===== src/rtl/cirq_pkg.sv =====
package cirq_pkg;

  typedef enum logic [2:0] {
    OP_NOP    = 3'd0,
    OP_DEST   = 3'd1,
    OP_MODE   = 3'd2,
    OP_BLOCK  = 3'd3,
    OP_ENABLE = 3'd4
  } cirq_op_e;

  localparam logic [1:0] SCHEME_ROTATE   = 2'b00;
  localparam logic [1:0] SCHEME_FIXED_RV = 2'b10;
  localparam int         MODE_LEVEL_BIT  = 4;
  localparam int         CORE_CAP        = 8;

  // First set core at or after `start`, searching cyclically over n cores.
  function automatic int unsigned pick_core(input logic [CORE_CAP-1:0] dest,
                                            input int unsigned start,
                                            input int unsigned n);
    int unsigned sel;
    sel = 0;
    for (int k = CORE_CAP - 1; k >= 0; k--) begin
      if (k < int'(n)) begin
        if (dest[(start + k) % n]) sel = (start + k) % n;
      end
    end
    return sel;
  endfunction

  function automatic int unsigned next_core(input int unsigned c, input int unsigned n);
    return (c + 1) % n;
  endfunction

endpackage


===== src/rtl/cirq_cfg_regs.sv =====
module cirq_cfg_regs
  import cirq_pkg::*;
#(
  parameter int N_IRQ  = 6,
  parameter int N_CORE = 4,
  parameter int IDX_W  = 3,
  parameter int DATA_W = 32
) (
  input  logic                          clk,
  input  logic                          rst_n,
  input  logic                          cmd_valid,
  input  logic [2:0]                    cmd_op,
  input  logic [IDX_W-1:0]              cmd_idx,
  input  logic [DATA_W-1:0]             cmd_data,
  output logic [N_IRQ-1:0][N_CORE-1:0]  dest_o,
  output logic [N_IRQ-1:0]              rotate_o,
  output logic [N_IRQ-1:0]              level_o,
  output logic [N_IRQ-1:0]              block_o,
  output logic                          enable_o
);

  cirq_op_e op;
  assign op = cirq_op_e'(cmd_op);

  always_ff @(posedge clk or negedge rst_n) begin
    if (!rst_n)                               enable_o <= 1'b0;
    else if (cmd_valid && op == OP_ENABLE)    enable_o <= cmd_data[0];
  end

  for (genvar i = 0; i < N_IRQ; i++) begin : g_line
    logic hit;
    assign hit = cmd_valid && (int'(cmd_idx) == i);

    always_ff @(posedge clk or negedge rst_n) begin
      if (!rst_n) begin
        dest_o[i]   <= '0;
        rotate_o[i] <= (SCHEME_FIXED_RV == SCHEME_ROTATE);
        level_o[i]  <= 1'b1;
        block_o[i]  <= 1'b1;
      end else if (hit) begin
        case (op)
          OP_DEST:  dest_o[i] <= cmd_data[N_CORE-1:0];
          OP_MODE: begin
            rotate_o[i] <= (cmd_data[1:0] == SCHEME_ROTATE);
            level_o[i]  <= cmd_data[MODE_LEVEL_BIT];
          end
          OP_BLOCK: block_o[i] <= cmd_data[0];
          default: ;
        endcase
      end
    end
  end

endmodule


===== src/rtl/cirq_lane.sv =====
module cirq_lane
  import cirq_pkg::*;
#(
  parameter int N_CORE = 4
) (
  input  logic              clk,
  input  logic              rst_n,
  input  logic              req_in,
  input  logic              enable,
  input  logic              blocked,
  input  logic              rotate,
  input  logic              level,
  input  logic [N_CORE-1:0] dest,
  output logic [N_CORE-1:0] lines_q
);

  localparam int PTR_W = $clog2(N_CORE);

  logic             in_q;
  logic [PTR_W-1:0] ptr_q;
  logic [PTR_W-1:0] target;
  logic             req_now;
  logic             fell;
  logic             deliver;
  logic             have_dest;

  assign have_dest = |dest;
  assign req_now   = level ? req_in : (req_in & ~in_q);
  assign fell      = in_q & ~req_in;
  assign target    = PTR_W'(pick_core(CORE_CAP'(dest),
                                      rotate ? int'(ptr_q) : 0, N_CORE));
  assign deliver   = enable & ~blocked & req_now & have_dest;

  always_ff @(posedge clk or negedge rst_n) begin
    if (!rst_n) begin
      in_q    <= 1'b0;
      ptr_q   <= '0;
      lines_q <= '0;
    end else begin
      in_q    <= req_in;
      lines_q <= deliver ? (N_CORE'(1) << target) : '0;
      if (fell && rotate && have_dest)
        ptr_q <= PTR_W'(next_core(int'(target), N_CORE));
    end
  end

  assert_dest_only_R3: assert property (@(posedge clk) disable iff (!rst_n)
    1'b1 |=> (lines_q & ~$past(dest)) == '0);

  assert_blocked_quiet_R8: assert property (@(posedge clk) disable iff (!rst_n)
    blocked |=> lines_q == '0);

  assert_rotation_held_R7: assert property (@(posedge clk) disable iff (!rst_n)
    (in_q && req_in) |=> $stable(ptr_q));

  assert_low_input_quiet_R10: assert property (@(posedge clk) disable iff (!rst_n)
    !req_in |=> lines_q == '0);

  assert_one_core_R12: assert property (@(posedge clk) disable iff (!rst_n)
    $countones(lines_q) <= 1);

endmodule


===== src/rtl/cirq_distributor.sv =====
module cirq_distributor
  import cirq_pkg::*;
#(
  parameter int N_IRQ  = 6,
  parameter int N_CORE = 4,
  parameter int DATA_W = 32,
  parameter int IDX_W  = (N_IRQ > 1) ? $clog2(N_IRQ) : 1
) (
  input  logic                     clk,
  input  logic                     rst_n,
  input  logic                     cmd_valid,
  input  logic [2:0]               cmd_op,
  input  logic [IDX_W-1:0]         cmd_idx,
  input  logic [DATA_W-1:0]        cmd_data,
  input  logic [N_IRQ-1:0]         irq_in,
  output logic [N_CORE*N_IRQ-1:0]  core_irq
);

  logic [N_IRQ-1:0][N_CORE-1:0] dest;
  logic [N_IRQ-1:0]             rotate;
  logic [N_IRQ-1:0]             level;
  logic [N_IRQ-1:0]             blocked;
  logic                         en_q;

  cirq_cfg_regs #(
    .N_IRQ(N_IRQ), .N_CORE(N_CORE), .IDX_W(IDX_W), .DATA_W(DATA_W)
  ) u_cfg (
    .clk(clk), .rst_n(rst_n),
    .cmd_valid(cmd_valid), .cmd_op(cmd_op), .cmd_idx(cmd_idx), .cmd_data(cmd_data),
    .dest_o(dest), .rotate_o(rotate), .level_o(level), .block_o(blocked),
    .enable_o(en_q)
  );

  for (genvar i = 0; i < N_IRQ; i++) begin : g_lane
    logic [N_CORE-1:0] lines;

    cirq_lane #(.N_CORE(N_CORE)) u_lane (
      .clk(clk), .rst_n(rst_n),
      .req_in(irq_in[i]), .enable(en_q), .blocked(blocked[i]),
      .rotate(rotate[i]), .level(level[i]), .dest(dest[i]),
      .lines_q(lines)
    );

    for (genvar c = 0; c < N_CORE; c++) begin : g_map
      assign core_irq[c*N_IRQ + i] = lines[c];
    end
  end

  assert_disabled_quiet_R2: assert property (@(posedge clk) disable iff (!rst_n)
    !en_q |=> core_irq == '0);

  assert_empty_set_quiet_R11: assert property (@(posedge clk) disable iff (!rst_n)
    (dest[0] == '0) |=> core_irq[0] == 1'b0);

endmodule


===== config.mk =====
export PLATFORM = sky130hd
export DESIGN_NAME = cirq_distributor
export DESIGN_NICKNAME = d
export VERILOG_FILES = /design/src/rtl/cirq_pkg.sv /design/src/rtl/cirq_cfg_regs.sv /design/src/rtl/cirq_lane.sv /design/src/rtl/cirq_distributor.sv
export SDC_FILE = /design/constraint.sdc
export NUM_CORES = 1
export LEC_CHECK = 0
export ABC_AREA = 1
export ABC_CLOCK_PERIOD_IN_PS = 3800
export CORE_ASPECT_RATIO = 1.2
export CORE_MARGIN = 3
export CORE_UTILIZATION = 60
export CTS_CLUSTER_DIAMETER = 150
export DETAILED_ROUTE_END_ITERATION = 8
export PLACE_DENSITY = 0.94
export SYNTH_ARGS = -nofsm -noshare
export SYNTH_HDL_FRONTEND = slang
export SYNTH_HIERARCHICAL = 1
export SYNTH_SLANG_ARGS = --single-unit

===== constraint.sdc =====
create_clock -name clk -period 3.8 [get_ports clk]
set_input_delay 0.38 -clock clk [delete_from_list [all_inputs] [get_ports clk]]
set_output_delay 0.38 -clock clk [all_outputs]
set_load 0.01 [all_outputs]

# --- Word level (Yosys, flattened, before mapping) ---
# Cells that the tools add are included.
word_totals:
  register_bits: 85
  input_bits: 47
  output_inout_bits: 24
  wordCells: 289
op_classes:
  addsub: 24
  n_lt_le_gt_ge: 24
  eq_ne: 9
  n_shift: 6
  mux: 90
  bitwise_logic: 48
  n_reduce_logical: 45
ops:
  columns: ["operator", "n"]
  rows:
  - ["less-than comparator 2 x 4 -> 1 bit, second input constant", 24]
  - ["2-to-1 mux 2 bit", 30]
  - ["binary-select mux 1 bit (select 2 bit)", 24]
  - ["AND reduction 2 bit", 18]
  - ["AND 1 bit", 30]
  - ["2-to-1 mux 1 bit", 30]
  - ["adder 2 x 1 -> 2 bit, second input constant", 12]
  - ["adder 2 bit, second input constant", 12]
  - ["2-to-1 mux 4 bit", 6]
  - ["OR reduction 4 bit", 6]
  - ["<< shifter 1 x 2 -> 4 bit, first input constant", 6]
  - ["logical AND 1 bit", 19]
  - ["inverter 1 bit", 18]
  - ["equality test 3 bit, second input constant", 5]
  - ["equality test 3 x 2 -> 1 bit, second input constant", 3]
  - ["equality test 3 x 1 -> 1 bit, second input constant", 1]
  - ["logical NOT 3 bit", 1]
  - ["logical NOT 2 bit", 1]

# --- Depth between registers and ports, before layout ---
depth:
  ltp_word: 10
  ltp_mapped: 13
  depth_no_buf: 12

# --- Modules after synthesis ---
# Netlist, hierarchy kept.
by_module_without_submodules:
  columns: ["module", "instances", "cells_per_inst", "area_per_inst_um2", "seq_area_each_um2"]
  rows:
  - ["cirq_lane (g_lane[1].u_lane ...)", 5, 88, 595.6, 175.2]
  - ["cirq_cfg_regs", 1, 221, 1909.3, 1091.0]
  - ["cirq_lane (g_lane[0].u_lane)", 1, 91, 555.5, 175.2]

# --- Worst setup path after synthesis ---
# Ideal clock, no wire load.
synth_path:
  path_kind: "reg2reg"
  from: "register g_lane[1].u_lane.ptr_q[0]"
  to: "register g_lane[1].u_lane.ptr_q[1]"
  setup_ps: 115
  arrival_time_ps: 1247
  required_time_ps: 3685
  slack_ps: 2438
  path_stages_with_launch: 12
  path_buffers: 1
  path_cell_list: "dfrtp_1 buf_6 nand2_4 nand2_1 nand2_2 nand2_1 nor2_2 nor2_2 nor2_4 nand3_1 nand3_2 nand2_2"
synth_via:
  elab_chain_cells: 9
synth_rtl:
  columns: ["element", "line_no", "source"]
  rows:
  - ["start: declaration", "cirq_lane.sv:20", "logic [PTR_W-1:0] ptr_q;"]
  - ["start signal: assignment", "cirq_lane.sv:43", "ptr_q <= PTR_W'(next_core(int'(target), N_CORE));"]
  - ["2-to-1 mux 2 bit (*)", "cirq_lane.sv:31", "rotate ? int'(ptr_q) : 0, N_CORE));"]
  - ["adder 2 bit", "cirq_pkg.sv:24", "if (dest[(start + k) % n]) sel = (start + k) % n;"]
  - ["binary-select mux 1 bit (select 2 bit)", "cirq_pkg.sv:24", null]
  - ["2-to-1 mux 1 bit (not written as such)", "cirq_pkg.sv:24", null]
  - ["2-to-1 mux 2 bit (3 in series)", "cirq_pkg.sv:24", null]
  - ["2-to-1 mux 2 bit (*)", "cirq_pkg.sv:24", null]
  - ["adder 2 x 1 -> 2 bit (*)", "cirq_pkg.sv:31", "return (c + 1) % n;"]
# Every way passes the cells marked *; elsewhere a longest branch is shown, timed or not. The select of a mux whose other input is x is not followed.
# A chain may end at the register's enable or synchronous reset.

# --- Worst setup path after layout ---
layout_path:
  from: "register u_cfg.rotate_o[1]"
  to: "register g_lane[1].u_lane.ptr_q[1]"
layout_via:
  elab_chain_cells: 9
layout_rtl:
  columns: ["element", "line_no", "source"]
  rows:
  - ["start: declaration", "cirq_cfg_regs.sv:16", "output logic [N_IRQ-1:0] rotate_o,"]
  - ["start signal: indexed assignment", "cirq_cfg_regs.sv:37", "rotate_o[i] <= (SCHEME_FIXED_RV == SCHEME_ROTATE);"]
  - ["start signal: indexed assignment", "cirq_cfg_regs.sv:44", "rotate_o[i] <= (cmd_data[1:0] == SCHEME_ROTATE);"]
  - ["2-to-1 mux 2 bit", "cirq_lane.sv:31", null]
  - ["adder 2 bit", "cirq_pkg.sv:24", null]
  - ["binary-select mux 1 bit (select 2 bit)", "cirq_pkg.sv:24", null]
  - ["2-to-1 mux 1 bit (not written as such)", "cirq_pkg.sv:24", null]
  - ["2-to-1 mux 2 bit (4 in series)", "cirq_pkg.sv:24", null]
  - ["adder 2 x 1 -> 2 bit", "cirq_pkg.sv:31", null]
# Parallel ways exist; a longest one is shown, timed or not. The select of a mux whose other input is x is not followed.

==> results by group <==
Cells and area
  • Number of nets in the final layout: 836
  • Synthesis-to-finish area growth: 11.1%
  • Antenna diode instance count: 0
  • Commonest cells after routing, fill and taps aside: sky130_fd_sc_hd__nand2_1 (271), sky130_fd_sc_hd__nand3_1 (121), sky130_fd_sc_hd__dfrtp_1 (73)
  • Most frequent standard cell in the layout excluding fill and tap cells: sky130_fd_sc_hd__nand2_1
  • Count of filler cells inserted in the layout: 696
  • Share of post-route cells with drive strength above 1: 0.178

Clocking
  • CTS clock-pin slew for the worst setup and hold paths: 90 ps
  • Sink count of the clock tree: 85
  • Post-cts resize count: 0
  • Clock insertion delay at the later pin of the skew report: 370 ps
  • CTS Buf Count: 9
  • Longest Clk Path Bufs: 2
  • Post-CTS setup-driven buffer insertion count: 0
  • Hold Buf Count CTS: 0
  • Number of H-tree branching levels: 3
  • TritonCTS clock tree: yes
  • Clock root cell: sky130_fd_sc_hd__clkbuf_8

Floorplan
  • Chip Width: 92.9 um
  • Die area: 10300 um^2
  • Standard-cell row count: 37
  • Initial core utilization: 0.625
  • Top-level I/O count: 71
  • Core Footprint: 8700 um^2
  • Die H: 110 um

Setup path
  • Arrival @ worst endpoint: 2170 ps
  • Most frequent CP cell: sky130_fd_sc_hd__nand2_1
  • End of the worst register-to-register path: g_lane[1].u_lane/ptr_q[1]
  • Critical path origin: u_cfg/rotate_o[1]
  • Worst setup EP type: register
  • Ordered cell list for the critical path: nand2_1 > nand2_1 > nand2_2 > nand2_1 > nand2_1 > nand2_1 > inv_2 > nor2_4 > nand3_1 > nand3_2 > nand2_2
  • Worst-path cell with the longest stage delay: sky130_fd_sc_hd__dfrtp_1
  • Worst Path Class, Setup: register to register
  • Critical Path Source Type: register
  • Peak fanout along the critical path: 13
  • Data required time at the worst endpoint: 4070 ps
  • Setup slack, reg-to-reg: 1900 ps
  • Path depth of the worst reg2reg path: 11
  • Slowest stage delay, CP: 680 ps
  • R2r startpoint: u_cfg/rotate_o[1]

Timing
  • Tcrit/Tclk final: 0.501
  • Clock Skews: 10.5 ps
  • Tightest Pin Transition: 1040 ps
  • Final number of hold-violating endpoints: 0
  • RSZ-0062 raised after global routing: no
  • Setup violations, final: 0
  • Highest Clock Rate: 526 MHz
  • Period minus WS final: 1900 ps
  • Final worst setup slack: 1900 ps
  • Setup Total Neg Slack: 0 ps
  • Fin. max-slew vios: 0
  • Headroom to the max-slew limit: 0.304

Drt
  • Average wire length per cell after detail routing: 13.6 um
  • Uppermost layer routed: met4
  • Count of vias placed by the detailed router: 5083
  • Routed metal-1 wire length: 4.86 mm
  • Antenna-violating nets left: 0
  • # DRC: 0
  • First-iteration detailed-routing DRC count: 484
  • Metal3 WL: 646 um
  • Pre-Repair DR Iteration Count: 5
  • Sum of routed wire length over all layers: 12.4 mm
  • Average vias per placed instance: 5.58
  • Met2 WL post-DR: 6.57 mm

Global route
  • Total routing usage reported by global routing: 0.250
  • Largest net degree at the start of global routing: 86
  • Number of global-route vias before repair: 4777
  • Initial antenna violation count: 0
  • Final global-route overflow total: 0
  • Global-route wire length before repair: 20.6 mm

Yosys
  • Post-Syn Instances: 752
  • Post-synth cell types: 25
  • Net count after synthesis: 799
  • Area of the mapped netlist: 5440 um^2
  • Total number of yosys warnings: 6
  • Register area share after synthesis: 0.394
  • Proportion of netlist area held by the largest area contributor: 0.336
  • Largest area contributor in the synthesized netlist: sky130_fd_sc_hd__dfrtp_1
  • Synth Area per Inst: 7.24 um^2
  • Synth Register Bits: 85
  • Main area contributors after synthesis: sky130_fd_sc_hd__dfrtp_1 (34%), sky130_fd_sc_hd__nand2_1 (19%), sky130_fd_sc_hd__nand3_1 (11%)

Power
  • Sequential share of power: 0.444
  • Switching fraction of total power: 0.395
  • Leakage power summed over all cells: 0.00307 uW
  • Gate power share: 0.312
  • Power density relative to cell area: 444 nW/um^2
  • Cell internal pwr: 1620 uW
  • Clock share of power: 0.244
  • Max IR drop VDD: 0.235 mV
  • Switching power summed over all nets: 1060 uW

Run
  • Max Cap Viol: 0

Placed design
  • Gp weighted congestion: 0.907
  • Dpl ws: 1870 ps
  • IO Port Bufs: 43
  • Final HPWL DP: 8.58 mm

Run status
  • Status: finished, final reports clean

Worst hold path
  • Worst Hold Class: input pin to async pin
cell usage after synthesis:
master,instances
sky130_fd_sc_hd__o2111ai_1,5
sky130_fd_sc_hd__inv_2,10
sky130_fd_sc_hd__nand2_4,5
sky130_fd_sc_hd__nor2_1,32
sky130_fd_sc_hd__o21ai_0,7
sky130_fd_sc_hd__nor2_2,12
sky130_fd_sc_hd__nor3_1,6
sky130_fd_sc_hd__nand3_1,121
sky130_fd_sc_hd__nand4_1,7
sky130_fd_sc_hd__nor3b_1,6
sky130_fd_sc_hd__buf_4,5
sky130_fd_sc_hd__buf_6,12
sky130_fd_sc_hd__clkbuf_1,1
sky130_fd_sc_hd__or2_2,6
sky130_fd_sc_hd__o21ai_1,5
sky130_fd_sc_hd__clkinv_1,5
sky130_fd_sc_hd__nand3_2,25
sky130_fd_sc_hd__dfrtp_1,73
sky130_fd_sc_hd__and2_1,6
sky130_fd_sc_hd__nand2_2,41
sky130_fd_sc_hd__dfstp_2,12
sky130_fd_sc_hd__a21oi_1,2
sky130_fd_sc_hd__nor2_4,12
sky130_fd_sc_hd__nand2_1,271
sky130_fd_sc_hd__inv_1,65
metrics by stage:
stage               power [uW]  utilization  hold slack, ps  std cells  instance area, um^2
global route              2860        0.695             267        911                 6050
global placement          1970        0.672             450        895                 5850
CTS                       2680        0.695             230        911                 6050
detailed placement        2020        0.672             455        895                 5850
floorplan                 1860            -            84.4        752                 5440
finish                    2680        0.695             187        911                 6050
routing by layer:
| metal | vias to the layer above | global-route usage |
|---|---|---|
| met4 | 0 | 0.0921 |
| met5 | - | 0 |
| met3 | 35 | 0.0570 |
| li1 | 2452 | - |
| met1 | 2420 | 0.284 |
| met2 | 176 | 0.458 |
kinds of logic after synthesis:
family                 count (synthesis)  synth area share
buffers and inverters                 98            0.0876
AOI/OAI and AO/OA                     19            0.0209
DFF                                   85             0.394
and+or+nand+nor                      550             0.498
layout make-up:
cell class / count / area (um^2) / share of cell area
clock buffers: 9 / 124 / 0.0205
clock inverters: 7 / 73.8 / 0.0122
inverters: 80 / 300 / 0.0497
multi-input cells: 569 / 2820 / 0.467
flip-flops and latches: 85 / 2140 / 0.354
well taps: 117 / 146 / 0.0242
repair buffers: 44 / 435 / 0.0720
worst max path at each step:
| stage | endpoint | slack (ps) | cells after the start |
|---|---|---|---|
| after CTS | g_lane[5].u_lane/ptr_q[1] | 1950 | 11 |
| after floorplan | g_lane[1].u_lane/ptr_q[1] | 2440 | 11 |
| after global routing | g_lane[3].u_lane/ptr_q[1] | 1750 | 11 |
| after detailed placement | u_cfg/block_o[3] | 1870 | 6 |
| final | g_lane[1].u_lane/ptr_q[1] | 1900 | 11 |
| after global placement | u_cfg/rotate_o[5] | 1920 | 4 |
critical path: cells and delay by family (launching register included):
kind	cells	cell delay [ps]
AND/OR/NAND/NOR	10	1060
flip-flops	1	680
buffers and inverters	1	50
power by group through the flow:
stage	Clock, uW	Sequential (uW)	Combinational (uW)
4_1_cts	661	1180	831
3_3_place_gp	0	1190	779
3_5_place_dp	0	1200	825
6_report	655	1190	838
2_1_floorplan	0	1110	754
5_1_grt	708	1210	941
registers in the layout, summed over array words and instances, names as in the netlist:
register               count
g_lane.u_lane/lines_q     24
u_cfg/dest_o              24
g_lane.u_lane/ptr_q       12
g_lane.u_lane/in_q         6
u_cfg/block_o              6
u_cfg/level_o              6
u_cfg/rotate_o             6
u_cfg/enable_o             1
(Power assumes the default switching activity.)
